<file path="config.mk">
export PLATFORM = sky130hd
export DESIGN_NAME = periodic_irq_gen
export DESIGN_NICKNAME = d
export VERILOG_FILES = /design/src/rtl/periodic_irq_gen.sv
export SDC_FILE = /design/constraint.sdc
export NUM_CORES = 1
export LEC_CHECK = 0
export ABC_AREA = 0
export BUFFER_PORTS_ARGS = -buffer_cell sky130_fd_sc_hd__buf_2
export CAP_MARGIN = 20
export CORE_MARGIN = 4
export CORE_UTILIZATION = 48
export CTS_CLUSTER_DIAMETER = 40
export CTS_CLUSTER_SIZE = 40
export DETAILED_ROUTE_END_ITERATION = 8
export PLACE_DENSITY = 0.76
export SYNTH_ARGS = -nofsm -noshare
export SYNTH_HDL_FRONTEND = slang
export SYNTH_SLANG_ARGS = --single-unit
</file>
<file path="constraint.sdc">
create_clock -name clk -period 1.5 [get_ports clk]
set_clock_uncertainty 0.05 [all_clocks]
set_input_delay 0 -clock clk [delete_from_list [all_inputs] [get_ports clk]]
set_output_delay 0 -clock clk [all_outputs]
set_load 0.005 [all_outputs]
</file>
<file path="src/rtl/periodic_irq_gen.sv">
module periodic_irq_gen #(
  parameter int DIV_W = 8
) (
  input  logic       clk,
  input  logic       rst_n,
  input  logic       tick,
  input  logic       wr_en,
  input  logic [7:0] wr_data,
  output logic [7:0] rd_data,
  output logic       irq
);
  localparam logic [2:0] SEL_OFF  = 3'd0;
  localparam logic [2:0] SEL_OFF2 = 3'd7;

  logic [DIV_W-1:0] div_q, mask;
  logic [2:0]       sel_q;
  logic             run_q, flag_q;

  always_comb begin
    case (sel_q)
      3'd1:    mask = DIV_W'(0);
      3'd2:    mask = DIV_W'(3);
      3'd3:    mask = DIV_W'(15);
      3'd4:    mask = DIV_W'(63);
      3'd5:    mask = DIV_W'(127);
      3'd6:    mask = DIV_W'(255);
      default: mask = '0;
    endcase
  end

  wire sel_ok  = (sel_q != SEL_OFF) && (sel_q != SEL_OFF2);
  wire sel_chg = wr_en && (wr_data[6:4] != sel_q);
  wire div_clr = wr_en && (wr_data[1] || sel_chg);
  wire step    = tick && run_q;
  wire hit     = step && sel_ok && !div_clr && ((div_q & mask) == mask);
  wire sw_clr  = wr_en && !wr_data[7];

  always_ff @(posedge clk) begin
    if (!rst_n) begin
      div_q  <= '0;
      sel_q  <= SEL_OFF;
      run_q  <= 1'b0;
      flag_q <= 1'b0;
    end else begin
      if (div_clr)   div_q <= '0;
      else if (step) div_q <= div_q + 1'b1;
      if (wr_en) begin
        sel_q <= wr_data[6:4];
        run_q <= wr_data[0];
      end
      flag_q <= hit | (flag_q & ~sw_clr);
    end
  end

  assign rd_data = {flag_q, sel_q, 3'b000, run_q};
  assign irq     = flag_q & sel_ok;
endmodule

</file>
# After elaboration in Yosys (flattened, before gate mapping)
# Index checks and enable logic that the tools add are counted.
# W data, S select, Z words.
[word_totals] mem_count=0 ram_bits=0 mem_bits_ro=0 ff_bits=13 output_inout_bits=9 input_bits=12 word_cells=33 latch_bits=0
[classes] mul=0 magnitude_cmp=0 bitwise=6 reduce_logical=13 div_mod_pow=0 muxes=1 addsub=1 shift=0 n_eq_ne=8
[ops] op="$pmux W8 S5" count=1
[ops] op="$eq A3 B3 Y1 const B" count=3
[ops] op="$add A8 B1 Y8 const B" count=1
[ops] op="$and A8 B8 Y8" count=1
[ops] op="$eq A8 B8 Y1" count=1
[ops] op="$logic_and A1 B1 Y1" count=8
[ops] op="$eq A3 B2 Y1 const B" count=2
[ops] op="$ne A3 B3 Y1" count=1
[ops] op="$ne A3 B3 Y1 const B" count=1
[ops] op="$reduce_bool A3 Y1" count=1
[ops] op="$and A1 B1 Y1" count=2
[ops] op="$logic_not A1 Y1" count=2
[ops] op="$not A1 Y1" count=2
[ops] op="$reduce_or A2 Y1" count=1
[ops] op="$logic_or A1 B1 Y1" count=1
[ops] op="$or A1 B1 Y1" count=1

# Depth between registers and ports, before layout
# Gate-level depths: netlist (run 1).
[logic_depth] ltp_word=8 mapped_depth=5 mapped_depth_nobuf=5

# Worst setup path before layout (run 1)
# No wires, ideal clock.
[synth_timing] path_kind="reg2reg" start="register sel_q[0]" end="register flag_q" arrival_time_ns=1.232 path_stages_with_launch=6 path_buffers=1 path_slack_ns=0.131 setup_ns=0.087 cell_sequence="dfxtp_1 -> clkbuf_2 -> xor2_1 -> nor4_2 -> o21ai_2 -> o31ai_1"
[synth_between] elab_chain_cells=8
[synth_lines] element="start: declaration" line_no="16" rtl="logic [2:0] sel_q;"
[synth_lines] element="start signal: assignment" line_no="48" rtl="sel_q <= wr_data[6:4];"
[synth_lines] element="branches (longest 6 deep; another with $pmux W8 S5)"
[synth_lines] element="$logic_and A1 B1 Y1 (*)" line_no="35" rtl="wire hit = step && sel_ok && !div_clr && ((div_q & mask) == mask);"
[synth_lines] element="$or A1 B1 Y1 (*)" line_no="51" rtl="flag_q <= hit | (flag_q & ~sw_clr);"
[synth_lines] element="end signal: assignment" line_no="51"
[synth_lines] element="end: declaration" line_no="17" rtl="logic run_q, flag_q;"
# Every way passes the cells marked *.
# A chain may end at the register's enable or synchronous reset.

# Worst setup path after layout (run 1)
[layout_timing] start="register sel_q[2]" end="output port irq"
[layout_between] elab_chain_cells=3
[layout_lines] element="$ne A3 B3 Y1 / $reduce_bool A3 Y1 (equally long branches)" line_no="31" rtl="wire sel_ok = (sel_q != SEL_OFF) && (sel_q != SEL_OFF2);"
[layout_lines] element="$logic_and A1 B1 Y1 (*)" line_no="31"
[layout_lines] element="$and A1 B1 Y1 (*)" line_no="56" rtl="assign irq = flag_q & sel_ok;"
[layout_lines] element="end: declaration" line_no="10" rtl="output logic irq"
# Mark *: on every way between the ends. The rest lies on a longest branch, timed or not.

==> summary.txt, run 1 <==
Power and ir drop
  – Comb pwr share: 0.155
  – Pint: 512 uW
  – Sw power: 172 uW
  – Switch share: 0.251
  – Pwr per Cell Area: 771 mW/mm^2
  – Clock network power share: 0.316
  – Peak VDD IR: 0.000689 V
  – LEAKAGE: 0.388 nW
  – Reg power frac: 0.530
  – Tot Pwr: 683 uW

Critical path
  – Max FO, Critical Path: 7
  – Critical Path Source Type: register
  – CP Class: reg2out
  – Required time of the critical path: 1450 ps
  – R2R depth: 5
  – Crit end category: output pin
  – Crit path DAT: 1410 ps

Yosys
  – Mux share of post-synthesis cell area: 0.0594
  – Synth Flop Type: dfxtp_1
  – Main combinational cell family by area after synthesis: simple AND/OR/NAND/NOR gates
  – Gate Count Post-Synth: 77
  – Mapped Area: 674 um^2
  – Post-Synth Simple-Gate Area: 0.237
  – Post-synthesis sequential area ratio: 0.386
  – EDFF count, synth: 0
  – Ys Warns: 0
  – Flops & latches, synth: 13
  – Post-synthesis compound-gate area fraction: 0.0891
  – Async set-or-reset flop fraction in the synthesized netlist: 0
  – Yosys cell types: 26
  – Post-Synth XOR/XNOR Area: 0.130
  – Syn avg cell area: 8.76 um^2
  – Post-Synth Adder-Cell Area: 0.0186

STA
  – Pins over their slew limit: 0
  – Period Utilization, post-route: 0.971
  – Minimum clock period: 1460 ps
  – # setup viols final: 0
  – Final Hold Fails: 0
  – FMAX: 687 MHz
  – Total negative slack: 0 ps

Floorplan
  – Core box area: 0.00132 mm^2
  – Starting Density: 0.512
  – Rows: 13
  – Floorplan die area: 0.00207 mm^2
  – Die width: 45.5 um
  – I/O pin count: 21
  – Die Height: 45.5 um

Detailed routing
  – DR iter-0 viols: 8
  – Routed WL: 1.66 mm
  – TritonRoute pass-1 iters: 4
  – Routed Antenna Nets: 0
  – Routed vias: 639
  – Via density: 5.42
  – DRC errors left: 0
  – WL/cell: 14.0 um

Cells and area
  – # nets final: 117
  – Inserted Diodes: 0
  – Share of cells above drive strength 1: 0.272
  – Area grow syn2layout: 31.4%
  – Final instance area: 886 um^2
  – Fill cells: 116

Global routing
  – GRT Residual Overflow: 0
  – Vias in the first global route: 589
  – Tot GR Track Use: 0.176
  – First-pass GRT wire length: 2.59 mm
  – Largest net degree at the start of global routing: 10
  – Initial antenna violation count: 0

Run
  – Max Cap Viol: 0

CTS
  – Inserted Clock Buffers: 3
  – Clock transition at path regs: 80 ps
  – Clock Latency Late Sink: 280 ps
  – Root Buffer: clkbuf_4
  – TritonCTS clock tree: yes
  – TritonCTS Sinks: 13
  – H-tree depth: 1
  – Max Root-Sink Buffers: 2

Min path
  – Worst hold-check path type: in2reg
  – WHS Path Cells: 3

Place
  – Dpl cell area: 744 um^2
  – Post-DP HPWL: 1.03 mm
  – GPL Wtd Cong: 0.721
  – Port Buffer Count: 15

Outcome
  – Status: completed
cells by family after synthesis:
logic type / count (synthesis)
AO/OA/AOI/OAI: 10
AND/OR/NAND/NOR: 30
flip-flops: 13
multiplexers: 4
other: 1
XOR/XNOR: 10
buffers and inverters: 8
adder cells (fa/ha/maj): 1
through the flow:
| step | setup WS, ps | utilization | hold slack (ps) | instances |
|---|---|---|---|---|
| after floorplan | 131 | - | 78.2 | 79 |
| after global placement | 168 | 0.565 | 194 | 104 |
| after detailed placement | 118 | 0.565 | 213 | 104 |
| after CTS | 33.4 | 0.653 | 8.49 | 117 |
| after global routing | -8.98 | 0.672 | 34.5 | 118 |
| final | 43.8 | 0.672 | 13.5 | 118 |
path summary, 6_finish.rpt:
path	startpoint	endpoint	slack (ps)
max	sel_q[2]$_SDFFE_PN0P_	irq	40
min	wr_data[6]	sel_q[2]$_SDFFE_PN0P_	10
max reg2reg	sel_q[2]$_SDFFE_PN0P_	flag_q$_SDFF_PN0_	80
min reg2reg	div_q[1]$_SDFFE_PP0P_	div_q[1]$_SDFFE_PP0P_	470
metal layers:
layer | routed length (um) | up-vias | part of all wire | global-route usage
li1 | - | 309 | - | -
met1 | 647 | 305 | 0.39 | 0.188
met2 | 911 | 23 | 0.55 | 0.329
met3 | 86 | 2 | 0.052 | 0.0474
met4 | 10 | 0 | 0.0060 | 0.0526
met5 | 0 | - | 0 | 0
critical path: stages (launching register included):
cell and delay [ps]:
dfxtp_2 330, buf_4 150, or3_4 370, and3_4 170, buf_2 120
Yosys cell counts, types with 2 or more instances:
library cell | instances | area share
xor2_1 | 9 | 0.12
nand3_1 | 5 | 0.037
nor2b_1 | 4 | 0.037
dfxtp_1 | 13 | 0.39
o21ai_0 | 3 | 0.022
mux2i_1 | 4 | 0.059
nand2_1 | 5 | 0.028
and4_1 | 2 | 0.026
buf_4 | 5 | 0.056
nor2_1 | 8 | 0.045
nand4_1 | 2 | 0.019
a21oi_1 | 3 | 0.022
sequential cells by signal (all words and copies together) (netlist names):
register  count
div_q         8
flag_q        1
run_q         1
sel_q         3
power groups by stage:
| stage | registers (mW) | clock network [mW] | logic (mW) |
|---|---|---|---|
| 4_1_cts | 0.361 | 0.219 | 0.0941 |
| 5_1_grt | 0.363 | 0.237 | 0.115 |
| 3_5_place_dp | 0.369 | 0 | 0.0754 |
| 3_3_place_gp | 0.368 | 0 | 0.0734 |
| 6_report | 0.362 | 0.216 | 0.106 |
| 2_1_floorplan | 0.369 | 0 | 0.0496 |
final cells by class:
type                    count  area [um^2]  area share
well taps                  15         18.8      0.0212
inverters                   1         3.75     0.00424
repair buffers             27          188       0.212
flip-flops and latches     13          263       0.297
clock buffers               4         26.3      0.0297
multi-input cells          58          387       0.436
what timing repair did:
item,4_1_cts,5_1_grt
hold buffers,9,0
hold endpoints to repair,6,0
endpoints found under the setup margin,0,2
setup buffers,0,1
resized for setup,0,5
cell usage in the layout (no fill, tap or decap), types with 3 or more instances in the layout:
cell	n
nand3_1	5
buf_2	15
dfxtp_1	11
nor2_1	8
xor2_1	9
nand2_1	5
clkbuf_4	3
dlygate4sd3_1	9
a21oi_1	3
mux2i_1	4
nor2b_1	4
conb_1	3
buf_4	3
o21ai_0	3
Power figures use the tool's default switching activity.
==> run 2: changes to the inputs <==
- BUFFER_PORTS_ARGS: -buffer_cell sky130_fd_sc_hd__buf_2 -> default
- CORE_AREA: default -> 4 4 41 43
- CORE_MARGIN: 4 -> default
- CORE_UTILIZATION: 48 -> default
- DIE_AREA: default -> 0 0 45 47
- DONT_BUFFER_PORTS: default -> 1
- PLACE_DENSITY: 0.76 -> 0.66
==> run 2 against run 1 <==
Against the previous run: core utilization decreased by 4.7 points; largest cell class unchanged; highest routed layer unchanged; sequential share of layout area increased by 2.3 points; setup slack improved by 46 ps; critical path type unchanged; clock-buffer cell count unchanged; non-clock buffer count decreased by 13; worst hold slack got worse by 0.99 ps.
==> summary.txt, run 2 (synthesis results as in run 1) <==
Power and ir drop
  – LEAKAGE: 0.319 nW (was 0.388 nW)
  – Peak VDD IR: 0.000402 V (was 0.000689 V)
  – Tot Pwr: 671 uW (was 683 uW)
  – Pwr per Cell Area: 825 mW/mm^2 (was 771 mW/mm^2)

CTS
  – TritonCTS Sinks: 13 (unchanged)
  – Clock Latency Late Sink: 290 ps (was 280 ps)
  – Inserted Clock Buffers: 3 (unchanged)
  – Post-cts repair resize count: 0 (unchanged)
  – Max Root-Sink Buffers: 2 (unchanged)
  – Clock transition at path regs: 90 ps (was 80 ps)
  – TritonCTS clock tree: yes (unchanged)
  – H-tree depth: 1 (unchanged)
  – Root Buffer: clkbuf_4 (unchanged)

STA
  – Final Hold Fails: 0 (unchanged)
  – RSZ-0062 raised after global routing: false
  – FMAX: 709 MHz (was 687 MHz)
  – # setup viols final: 0 (unchanged)
  – Pins over their slew limit: 0 (unchanged)
  – Minimum clock period: 1410 ps (was 1460 ps)
  – Period Utilization, post-route: 0.940 (was 0.971)
  – Total negative slack: 0 ps (unchanged)

Outcome
  – Status: completed (unchanged)

Critical path
  – CP Cell Sequence: buf_4, or3_1, and3_1 (was buf_4, or3_4, and3_4, buf_2)
  – Critical Path Source Type: register (unchanged)
  – CP Class: reg2out (unchanged)
  – WP buf/inv: 1 (was 2)
  – Critical path's top delay family: simple AND/OR/NAND/NOR gates (unchanged)
  – Crit path DAT: 1360 ps (was 1410 ps)
  – Crit end category: output pin (unchanged)
  – Largest stage delay, worst path: 380 ps (was 370 ps)
  – Critical path's slowest cell: or3_1 (was or3_4)
  – Max FO, Critical Path: 7 (unchanged)
  – Required time of the critical path: 1450 ps (about the same)

Detailed routing
  – Routed Antenna Nets: 0 (unchanged)
  – Via density: 5.25 (was 5.42)
  – WL/cell: 12.6 um (was 14.0 um)
  – TritonRoute pass-1 iters: 4 (unchanged)
  – DRC errors left: 0 (unchanged)
  – Routed vias: 551 (was 639)
  – DR iter-0 viols: 8 (unchanged)
  – Routed WL: 1.32 mm (was 1.66 mm)

Cells and area
  – # nets final: 104 (was 117)
  – Share of cells above drive strength 1: 0.0889 (was 0.272)
  – Most frequent cells in the layout: 13 x dfxtp_1, 11 x dlygate4sd3_1, 9 x xor2_1 (was 15 x buf_2, 11 x dfxtp_1, 9 x xor2_1, 9 x dlygate4sd3_1, 8 x nor2_1)
  – Multi-input gate area: 372 um^2 (was 387 um^2)
  – Storage element area: 260 um^2 (was 263 um^2)
  – Fill cells: 120 (was 116)
  – Largest register by flop count: div_q (unchanged)
  – Layout Utilization: 0.625 (was 0.672)
  – Inserted Diodes: 0 (unchanged)
  – Largest regs: div_q x8, sel_q x3 (unchanged)
  – Largest register FFs: 8 (unchanged)
  – Most common cell after layout, fill and taps aside: dfxtp_1 (was buf_2)
  – Area grow syn2layout: 20.6% (was 31.4%)

Global routing
  – M2 GR Usage: 0.249 (was 0.329)
  – Met1 usage: 0.171 (was 0.188)
  – GRT busiest layer: met2 (unchanged)
  – Largest net degree at the start of global routing: 10 (unchanged)
  – GRT Residual Overflow: 0 (unchanged)
  – Vias in the first global route: 521 (was 589)
  – Met3 Track Usage GR: 0.0383 (was 0.0474)
  – First-pass GRT wire length: 2.21 mm (was 2.59 mm)
  – Tot GR Track Use: 0.151 (was 0.176)
  – Initial antenna violation count: 0 (unchanged)

Floorplan
  – Die width: 45 um (was 45.5 um)
  – Core box area: 0.00130 mm^2 (was 0.00132 mm^2)
  – Starting Density: 0.518 (was 0.512)
  – Rows: 13 (unchanged)
  – Floorplan die area: 0.00212 mm^2 (was 0.00207 mm^2)
  – I/O pin count: 21 (unchanged)
  – Die Height: 47 um (was 45.5 um)

Place
  – Post-DP HPWL: 924 um (was 1.03 mm)
  – GPL Wtd Cong: 0.716 (was 0.721)
  – Port Buffer Count: 0 (was 15)

Run
  – Max Cap Viol: 0 (unchanged)

Min path
  – Worst hold-check path type: in2reg (unchanged)
[run 2: report_power, final]
group | internal, mW | switching [mW]
combinational | 0.0455 | 0.0376
sequential | 0.352 | 0.00738
clock | 0.103 | 0.125
[run 2: worst reg2reg max path, cell delays in order, from the launching register on]
cell and delay, ps:
dfxtp_1 330, buf_4 160, mux2i_1 130, dlygate4sd3_1 580, nor2b_1 50
[run 2: final timing paths]
path / endpoint / slack, ps / startpoint / cells past startpoint
setup / recovery: irq / 90 / sel_q[1]$_SDFFE_PN0P_ / 3
hold / removal: div_q[6]$_SDFFE_PP0P_ / 10 / wr_en / 3
setup reg to reg: sel_q[0]$_SDFFE_PN0P_ / 110 / sel_q[0]$_SDFFE_PN0P_ / 4
hold reg to reg: div_q[1]$_SDFFE_PP0P_ / 440 / div_q[1]$_SDFFE_PP0P_ / 2
[run 2: layer usage]
layer	wire length, um	part of all wire
met1	574	0.43
met2	618	0.47
met3	91	0.069
met4	39	0.029
met5	0	0
[run 2: area by class of cell]
type	instances	area share
Multi-Input combinational cell	58	0.457
Timing Repair Buffer	14	0.163
Sequential cell	13	0.320
Tap cell	15	0.0231
Inverter	1	0.00462
Clock buffer	4	0.0323
[run 2: repair_timing]
action / in CTS / in global routing
buffers inserted: 0 / 0
hold endpoints to repair: 13 / 0
hold buffers: 11 / 0
[run 2: metrics by stage]
stage	hold WS, ps	instance area [um^2]	cells	setup WS (ps)
after floorplan	78.2	682	79	131
after global placement	80.2	677	90	189
after detailed placement	86.5	677	90	155
after CTS	18.2	813	105	83.6
after global routing	56.4	813	105	22.9
final	12.5	813	105	90.2
==> run 3: changes to the inputs <==
- REMOVE_ABC_BUFFERS: default -> 1
==> run 3 against run 2 <==
Against the previous run: combinational power rose by 1%; worst hold slack gained 5.7 ps; power shrank 1.6%; sequential cell count did not move.
==> summary.txt, run 3 (synthesis results as in run 1) <==
STA
  – Total negative slack: 0 ps (unchanged)
  – FMAX: 717 MHz (was 709 MHz)
  – # setup viols final: 0 (unchanged)
  – Minimum clock period: 1390 ps (was 1410 ps)
  – Final Hold Fails: 0 (unchanged)
  – RSZ-0062 raised after global routing: false (unchanged)
  – Fin Hold WS: 18.2 ps (was 12.5 ps)
  – Period Utilization, post-route: 0.930 (was 0.940)
  – Pins over their slew limit: 0 (unchanged)
  – Setup ws final: 105 ps (was 90.2 ps)

Detailed routing
  – Routed Antenna Nets: 0 (unchanged)
  – DR iter-0 viols: 20 (was 8)
  – Routed WL: 1.38 mm (was 1.32 mm)
  – WL/cell: 13.1 um (was 12.6 um)
  – DRC errors left: 0 (unchanged)
  – Routed vias: 556 (was 551)
  – Via density: 5.30 (was 5.25)
  – TritonRoute pass-1 iters: 4 (unchanged)

Place
  – GPL Wtd Cong: 0.756 (was 0.716)
  – Port Buffer Count: 0 (unchanged)
  – Post-DP HPWL: 907 um (was 924 um)
  – Worst slack at placement: 165 ps (was 155 ps)
  – Cells after DPL: 90 (unchanged)
  – Dpl cell area: 677 um^2 (unchanged)

Floorplan
  – Core box area: 0.00130 mm^2 (unchanged)
  – Die width: 45 um (unchanged)
  – I/O pin count: 21 (unchanged)
  – Rows: 13 (unchanged)
  – Die Height: 47 um (unchanged)
  – Floorplan die area: 0.00212 mm^2 (unchanged)
  – Starting Density: 0.518 (unchanged)

Global routing
  – Vias in the first global route: 571 (was 521)
  – GRT Residual Overflow: 0 (unchanged)
  – First-pass GRT wire length: 2.37 mm (was 2.21 mm)
  – Initial antenna violation count: 0 (unchanged)
  – Largest net degree at the start of global routing: 10 (unchanged)
  – Tot GR Track Use: 0.160 (was 0.151)

CTS
  – TritonCTS clock tree: yes (unchanged)
  – H-tree depth: 1 (unchanged)
  – TritonCTS Sinks: 13 (unchanged)
  – Max Root-Sink Buffers: 2 (unchanged)
  – Clock Latency Late Sink: 280 ps (was 290 ps)
  – Clock transition at path regs: 80 ps (was 90 ps)
  – Root Buffer: clkbuf_4 (unchanged)
  – Inserted Clock Buffers: 3 (unchanged)
  – Post-CTS Setup Inserts: 0 (unchanged)

Power and ir drop
  – Tot Pwr: 660 uW (was 671 uW)
  – Pwr per Cell Area: 810 mW/mm^2 (was 825 mW/mm^2)
  – LEAKAGE: 0.320 nW (was 0.319 nW)
  – Peak VDD IR: 0.000732 V (was 0.000402 V)

Critical path
  – Crit end category: output pin (unchanged)
  – Crit path DAT: 1340 ps (was 1360 ps)
  – Max FO, Critical Path: 7 (unchanged)
  – Required time of the critical path: 1450 ps (about the same)
  – Critical Path Source Type: register (unchanged)
  – CP Class: reg2out (unchanged)

Cells and area
  – Layout Utilization: 0.626 (was 0.625)
  – Inserted Diodes: 0 (unchanged)
  – Largest regs: div_q x8, sel_q x3 (unchanged)
  – Fill cells: 128 (was 120)
  – Area grow syn2layout: 20.8% (was 20.6%)
  – Largest register by flop count: div_q (unchanged)
  – Largest register FFs: 8 (unchanged)
  – Share of cells above drive strength 1: 0.100 (was 0.0889)
  – # nets final: 104 (unchanged)
  – Multi-input gate area: 372 um^2 (unchanged)
  – Final instance area: 815 um^2 (was 813 um^2)
  – Storage element area: 262 um^2 (was 260 um^2)
  – Most frequent cells in the layout: 12 x dfxtp_1, 11 x dlygate4sd3_1, 9 x xor2_1 (was 13 x dfxtp_1, 11 x dlygate4sd3_1, 9 x xor2_1)
  – Non-Filler Instances: 105 (unchanged)
  – Most common cell after layout, fill and taps aside: dfxtp_1 (unchanged)

Min path
  – Worst hold-check path type: in2reg (unchanged)

Outcome
  – Status: completed (unchanged)

Run
  – Max Cap Viol: 0 (unchanged)
[run 3: critical path, cell delays in order (launching register included)]
cell and delay (ps):
dfxtp_1 330, buf_4 160, or3_1 390, and3_1 190
[run 3: power by group]
| part | switching (mW) | internal (mW) |
|---|---|---|
| combinational | 0.0386 | 0.0456 |
| sequential | 0.00712 | 0.352 |
| clock | 0.113 | 0.103 |
[run 3: layer usage]
metal | track usage | share of wire | up-vias
li1 | - | - | 281
met3 | 0.0268 | 0.060 | 4
met5 | 0 | 0 | -
met2 | 0.277 | 0.48 | 16
met1 | 0.182 | 0.44 | 255
met4 | 0.105 | 0.020 | 0
[run 3: final cells by class]
cell class / count / share of cell area
Sequential cell: 13 / 0.321
Tap cell: 15 / 0.0230
Inverter: 1 / 0.00461
Clock buffer: 4 / 0.0323
Multi-Input combinational cell: 58 / 0.456
Timing Repair Buffer: 14 / 0.163
[run 3: final timing paths]
path | cells past startpoint | to | slack, ps | startpoint
setup reg to reg | 4 | sel_q[1]$_SDFFE_PN0P_ | 120 | sel_q[1]$_SDFFE_PN0P_
hold reg to reg | 2 | div_q[1]$_SDFFE_PP0P_ | 440 | div_q[1]$_SDFFE_PP0P_
setup / recovery | 3 | irq | 110 | sel_q[1]$_SDFFE_PN0P_
hold / removal | 3 | div_q[6]$_SDFFE_PP0P_ | 20 | wr_en
[run 3: what timing repair did]
item | in CTS | in global routing
endpoints found under the setup margin | 0 | 1
hold buffers | 11 | 0
hold endpoints to repair | 13 | 0
gates resized for setup | 0 | 1
